$ cat src/rtl/ocd_pkg.sv
package ocd_pkg;
  typedef enum logic [2:0] {
    OCD_EXIT   = 3'd0,
    OCD_DRV_HI = 3'd1,
    OCD_DRV_LO = 3'd2,
    OCD_ADJ    = 3'd3,
    OCD_DFLT   = 3'd4
  } ocd_mode_e;

  localparam logic [2:0] FLD_EXIT   = 3'b000;
  localparam logic [2:0] FLD_DRV_HI = 3'b001;
  localparam logic [2:0] FLD_DRV_LO = 3'b010;
  localparam logic [2:0] FLD_ADJ    = 3'b100;
  localparam logic [2:0] FLD_DFLT   = 3'b111;

  typedef struct packed {
    logic      load;     // legal code: take new mode
    logic      rsvd;     // reserved code written
    logic      dflt;     // default requested
    ocd_mode_e mode;
  } ocd_cmd_t;
endpackage

$ cat src/rtl/ocd_field_dec.sv
module ocd_field_dec
  import ocd_pkg::*;
(
  input  logic       wr_i,
  input  logic [2:0] field_i,
  output ocd_cmd_t   cmd_o
);
  always_comb begin
    cmd_o      = '0;
    cmd_o.mode = OCD_EXIT;
    if (wr_i) begin
      cmd_o.load = 1'b1;
      unique case (field_i)
        FLD_EXIT:   cmd_o.mode = OCD_EXIT;
        FLD_DRV_HI: cmd_o.mode = OCD_DRV_HI;
        FLD_DRV_LO: cmd_o.mode = OCD_DRV_LO;
        FLD_ADJ:    cmd_o.mode = OCD_ADJ;
        FLD_DFLT: begin
          cmd_o.mode = OCD_DFLT;
          cmd_o.dflt = 1'b1;
        end
        default: begin
          cmd_o.load = 1'b0;
          cmd_o.rsvd = 1'b1;
        end
      endcase
    end
  end
endmodule

$ cat src/rtl/ocd_mode_reg.sv
module ocd_mode_reg
  import ocd_pkg::*;
(
  input  logic      clk_i,
  input  logic      rst_ni,
  input  ocd_cmd_t  cmd_i,
  input  logic      reduced_i,
  output ocd_mode_e mode_o,
  output logic      load_o,
  output logic      na_o,
  output logic      bad_o
);
  ocd_mode_e mode_q;
  logic      load_q, na_q, bad_q;

  always_ff @(posedge clk_i or negedge rst_ni) begin
    if (!rst_ni) begin
      mode_q <= OCD_EXIT;
      load_q <= 1'b0;
      na_q   <= 1'b0;
      bad_q  <= 1'b0;
    end else begin
      if (cmd_i.load) mode_q <= cmd_i.mode;
      // default only valid at full strength
      load_q <= cmd_i.dflt & ~reduced_i;
      na_q   <= cmd_i.dflt &  reduced_i;
      bad_q  <= cmd_i.rsvd;
    end
  end

  assign mode_o = mode_q;
  assign load_o = load_q;
  assign na_o   = na_q;
  assign bad_o  = bad_q;
endmodule

$ cat src/rtl/ocd_pad_force.sv
module ocd_pad_force
  import ocd_pkg::*;
#(
  parameter int unsigned DQ_W  = 16,
  parameter int unsigned DQS_W = 2
) (
  input  ocd_mode_e          mode_i,
  output logic [DQ_W-1:0]    dq_o,
  output logic [DQS_W-1:0]   dqs_o,
  output logic [DQS_W-1:0]   dqs_n_o,
  output logic               oe_o
);
  logic hi, lo;
  assign hi   = (mode_i == OCD_DRV_HI);
  assign lo   = (mode_i == OCD_DRV_LO);
  assign oe_o = hi | lo;

  for (genvar g = 0; g < DQ_W; g++) begin : g_dq
    assign dq_o[g] = hi;
  end
  for (genvar g = 0; g < DQS_W; g++) begin : g_dqs
    assign dqs_o[g]   = hi;
    assign dqs_n_o[g] = lo;
  end
endmodule

$ cat src/rtl/ocd_mode_ctrl.sv
module ocd_mode_ctrl
  import ocd_pkg::*;
#(
  parameter int unsigned DQ_W  = 16,
  parameter int unsigned DQS_W = 2
) (
  input  logic             clk_i,
  input  logic             rst_ni,
  input  logic             emr_wr_i,
  input  logic [2:0]       emr_field_i,
  input  logic             reduced_str_i,
  output logic [DQ_W-1:0]  dq_o,
  output logic [DQS_W-1:0] dqs_o,
  output logic [DQS_W-1:0] dqs_n_o,
  output logic             drv_oe_o,
  output logic             adj_active_o,
  output logic             dflt_load_o,
  output logic             dflt_na_o,
  output logic             bad_code_o,
  output logic [2:0]       mode_o
);
  ocd_cmd_t  cmd;
  ocd_mode_e mode;

  ocd_field_dec u_dec (
    .wr_i    (emr_wr_i),
    .field_i (emr_field_i),
    .cmd_o   (cmd)
  );

  ocd_mode_reg u_reg (
    .clk_i     (clk_i),
    .rst_ni    (rst_ni),
    .cmd_i     (cmd),
    .reduced_i (reduced_str_i),
    .mode_o    (mode),
    .load_o    (dflt_load_o),
    .na_o      (dflt_na_o),
    .bad_o     (bad_code_o)
  );

  ocd_pad_force #(.DQ_W(DQ_W), .DQS_W(DQS_W)) u_pad (
    .mode_i  (mode),
    .dq_o    (dq_o),
    .dqs_o   (dqs_o),
    .dqs_n_o (dqs_n_o),
    .oe_o    (drv_oe_o)
  );

  assign adj_active_o = (mode == OCD_ADJ);
  assign mode_o       = mode;
endmodule

$ cat config.mk
export PLATFORM = sky130hd
export DESIGN_NAME = ocd_mode_ctrl
export DESIGN_NICKNAME = d
export VERILOG_FILES = /design/src/rtl/ocd_pkg.sv /design/src/rtl/ocd_field_dec.sv /design/src/rtl/ocd_mode_reg.sv /design/src/rtl/ocd_pad_force.sv /design/src/rtl/ocd_mode_ctrl.sv
export SDC_FILE = /design/constraint.sdc
export NUM_CORES = 1
export LEC_CHECK = 0
export BUFFER_PORTS_ARGS = -buffer_cell sky130_fd_sc_hd__buf_2
export CAP_MARGIN = 10
export CORE_AREA = 8 8 45 47
export DETAILED_ROUTE_END_ITERATION = 10
export DIE_AREA = 0 0 53 55
export PLACE_DENSITY_LB_ADDON = 0.25
export SLEW_MARGIN = 25
export SYNTH_ARGS = -nofsm -noshare
export SYNTH_HDL_FRONTEND = slang
export SYNTH_SLANG_ARGS = --single-unit
$ cat constraint.sdc
create_clock -name clk_i -period 3.5 [get_ports clk_i]
set_input_delay 0.7 -clock clk_i [delete_from_list [all_inputs] [get_ports clk_i]]
set_output_delay 0.7 -clock clk_i [all_outputs]
set_load 0.01 [all_outputs]
Word-level counts from Yosys, hierarchy flattened
Index checks and enable logic that the tools add are counted.

storage, ports and cells
  logic and storage cells = 21
  register bits = 6
  output and inout port bits = 28

cells by class
  mux-type cells = 4
  bitwise gates (word level) = 4
  eq/ne operators = 7
  reduce and logical (&&, ||, !) cells = 2

operators by type and width
  kind                                                  number
  case mux 3 bit (4 select lines)                       1
  equality test 3 x 2 -> 1 bit (second input constant)  3
  equality test 3 x 1 -> 1 bit (second input constant)  2
  equality test 3 bit (second input constant)           2
  2-to-1 mux 6 bit                                      1
  OR reduction 5 bit                                    1
  zero test 3 bit                                       1
  bitwise AND 1 bit                                     2
  2-to-1 mux 2 bit                                      1
  2-to-1 mux 1 bit                                      1
  inverter 1 bit                                        1
  OR 1 bit                                              1

Longest topological paths before layout
  depth in word-level cells = 5
  depth in mapped cells = 4
  depth with buffers taken out = 4

Hierarchy
From an unflattened synthesis, not the netlist that was laid out.

second synthesis, totals
  cell total of the unflattened synthesis = 50
  area total of the unflattened synthesis = 454.2 µm²

by module, submodules not included
  module         cells each  area an instance (µm²)  instances
  ocd_mode_reg   11          196.4                   1
  ocd_pad_force  25          175.2                   1
  ocd_field_dec  13          73.8                    1
  ocd_mode_ctrl  1           8.8                     1

Worst setup path before layout
Ideal clock, no wire load.

  path kind = register -> output
  start = register u_reg.mode_q[2], in the netlist u_reg.mode_o[2]
  end = output port drv_oe_o
  required time = 2.800 ns
  path buffers = 0
  cell stages (with the launch flop) = 3
  data arrival time = 1.852 ns
  path slack = 0.948 ns
  cells stage by stage = dfrtp_1 -> nor3b_1 -> or2_2

on the way
  word-level cells in the longest chain between the ends = 2

ends and longest elaborated chain
  item                          RTL line             source
  start: declaration            ocd_mode_reg.sv:13   ocd_mode_e mode_q;
  start signal: assignment      ocd_mode_reg.sv:23   if (cmd_i.load) mode_q <= cmd_i.mode;
  equality test 3 x 1 -> 1 bit  ocd_pad_force.sv:14  assign hi = (mode_i == OCD_DRV_HI);
  net u_pad.hi                  ocd_pad_force.sv:13  logic hi, lo;
  OR 1 bit                      ocd_pad_force.sv:16  assign oe_o = hi | lo;
  end: declaration              ocd_mode_ctrl.sv:15  output logic drv_oe_o,

The timed path passes the listed nets, and every way through them passes these cells.

Final worst setup path
  start = register u_reg.mode_q[0], in the netlist u_reg.mode_o[0]
  end = output port drv_oe_o

on the way
  word-level cells in the longest chain between the ends = 2

ends and longest elaborated chain
  item                                                                          RTL line
  equality test 3 x 1 -> 1 bit or equality test 3 x 2 -> 1 bit (tied branches)  ocd_pad_force.sv:14, ocd_pad_force.sv:15
  OR 1 bit (*)                                                                  ocd_pad_force.sv:16

Every way passes the cells marked *; elsewhere a longest branch is shown, timed or not.

==> metrics.cfg <==
[outcome]
status = finished clean

[power]
p_int_uw = 166
power_frac_seq = 0.318
switching_power_uw = 88.2
p_leak_nw = 0.347
swShare = 0.346
peakVddDrop_mv = 0.130
pwr-share-clk = 0.230
power_density_mw_per_mm2 = 466
power_frac_comb = 0.453

[setup_path]
critical_path.endpoint_type = output port
worstPathRequired_ps = 2800
critPathMaxFanout = 19
path_class = reg2out
cp-start-kind = flop
arrival_ps = 1400
r2r_slack_ps = 2710

[cells_and_area]
area_growth_pct = 14.7
drive_above_1_share = 0.677
finalInstanceArea_um2 = 547
antenna_cells = 0
final_nets = 75
final_util = 0.395

[floorplan]
rows = 14
ios = 35
die_w_um = 53
die_h_um = 55
core_mm2 = 0.00138
dieArea_mm2 = 0.00292
initial_core_util = 0.344

[global_route]
grt_overflow = 0
grt_pass1_wl_um = 1240
antenna_found_initial = 0
grt_max_degree = 20
grt_use_total = 0.0555
grt_pass1_vias = 306

[route]
first_iter_violations = 1
firstDrtPassIters = 2
vias_per_cell = 3.93
ant_nets = 0
via_count = 318
drc = 0
wirelength_um = 882
wl_per_cell_um = 10.9

[clock_network]
ctsResizeCount = 0
cts_inserted_buffers = 3
cts_tree = built
clock-sinks = 6
ctsHoldBuffers = 0
clk_pin_slew_ps = 40
cts.htree.levels = 1
root_buffer = clkbuf_4
cts_setup_buffers = 0
cts.path.max_buffers = 2
clk_latency_ps = 230

[placed_design]
gp_congestion = 0.649
dpl_worst_slack_ps = 1480
postPlaceCellArea_um2 = 524
io_buffers = 34
hpwlAfterDp_um = 779

[synth]
synth_nets = 55
ys_types = 16
synthCells = 47
syn_area_per_cell_um2 = 10.1
synth_warnings = 0
ys_seq_area_frac = 0.315
ys_seq_elements = 6
syn_area_um2 = 477

[sta]
fmaxAchievable_mhz = 476
finalSetupViolations = 0
worst_slew_margin_rel = 0.820
finalCritPeriodShare = 0.600
setup_ws_ps = 1400
slew_viol_final = 0
hold_ws_ps = 276
finClkSkew_ps = 0
period_needed_ps = 2100
worstMarginPinSlew_ps = 269
rsz0062_at_grt = false
hold_viol = 0
fin_tns_setup_ps = 0

[job]
drv_cap = 0

[hold_path]
hold_class = in2async

## flip-flops by register name, indices dropped and copies added (netlist names)
register      count
u_reg.na_o        1
u_reg.bad_o       1
u_reg.mode_o      3
u_reg.load_o      1
## layout by cell type, fill, tap and decap left out
master and instances:
fa_1 1, xnor2_1 2, and3_2 1, or2_2 1
buf_2 34, nor2_1 2, and3_4 1, dfrtp_1 6
nand2_1 1, nor3_1 1, o21ai_4 1, o2bb2ai_1 1
buf_4 1, nor3b_1 3, and3b_1 1, clkbuf_4 3
inv_1 3, mux2_4 2
## area by class of cell
type	count	area (µm²)
Fill cell	143	837
Clock buffer	3	22.5
Timing Repair Buffer	35	178
Multi-Input combinational cell	18	165
Inverter	3	11.3
Sequential cell	6	150
Tap cell	16	20.0
## worst max-delay path, stage by stage (launching register included)
cell and delay [ps]:
dfrtp_1 410, nor3b_1 150, buf_4 170, or2_2 290
buf_2 140
## path summary, 6_finish.rpt
path | to | from | depth (start not counted)
hold reg to reg | u_reg.mode_o[2] | u_reg.mode_o[2] | 1
max in group asynchronous | u_reg.mode_o[1] | rst_ni | 1
min in group clk_i | u_reg.mode_o[2] | u_reg.mode_o[2] | 1
setup reg to reg | u_reg.mode_o[0] | u_reg.mode_o[0] | 1
setup / recovery | drv_oe_o | u_reg.mode_o[0] | 4
hold / removal | u_reg.load_o | rst_ni | 1
## per-layer routing
layer / GRT usage / part of all wire
met1: 0.0572 / 0.37
met2: 0.0977 / 0.52
met3: 0.00535 / 0.11
met4: 0.0517 / 0
met5: 0 / 0
## stage by stage
| step | cells | total power [mW] |
|---|---|---|
| after global routing | 81 | 0.272 |
| after floorplan | 47 | 0.196 |
| after global placement | 78 | 0.201 |
| final | 81 | 0.255 |
| after CTS | 81 | 0.261 |
| after detailed placement | 78 | 0.201 |
## cells in the mapped netlist
cell type  count  area [µm²]
or2_2          1        6.26
and3_2         1        7.51
o2bb2ai_1      1        8.76
nor2_1         2        7.51
nand2_1        1        3.75
nor3_1         1        5.00
inv_1          3        11.3
and3b_1        1        8.76
xnor2_1        2        17.5
and3_4         1        11.3
dfrtp_1        6         150
buf_4         20         150
o21ai_4        1        16.3
fa_1           1        20.0
mux2_4         2        30.0
nor3b_1        3        22.5
## power groups by stage
stage	clock network [mW]	registers [mW]	logic, mW
after global placement	0	0.0818	0.119
after global routing	0.0626	0.0817	0.128
after CTS	0.0613	0.0809	0.119
after detailed placement	0	0.0819	0.119
final	0.0584	0.0809	0.115
after floorplan	0	0.0835	0.112
## kinds of logic after synthesis
group,after synthesis,synth area share
multiplexers,2,0.0630
buffers and inverters,23,0.339
AO/OA/AOI/OAI,2,0.0525
adder cells (fa/ha/maj),1,0.0420
AND/OR/NAND/NOR,11,0.152
XOR/XNOR,2,0.0368
flip-flops,6,0.315
Note: power is estimated with default switching activity, not from simulation.
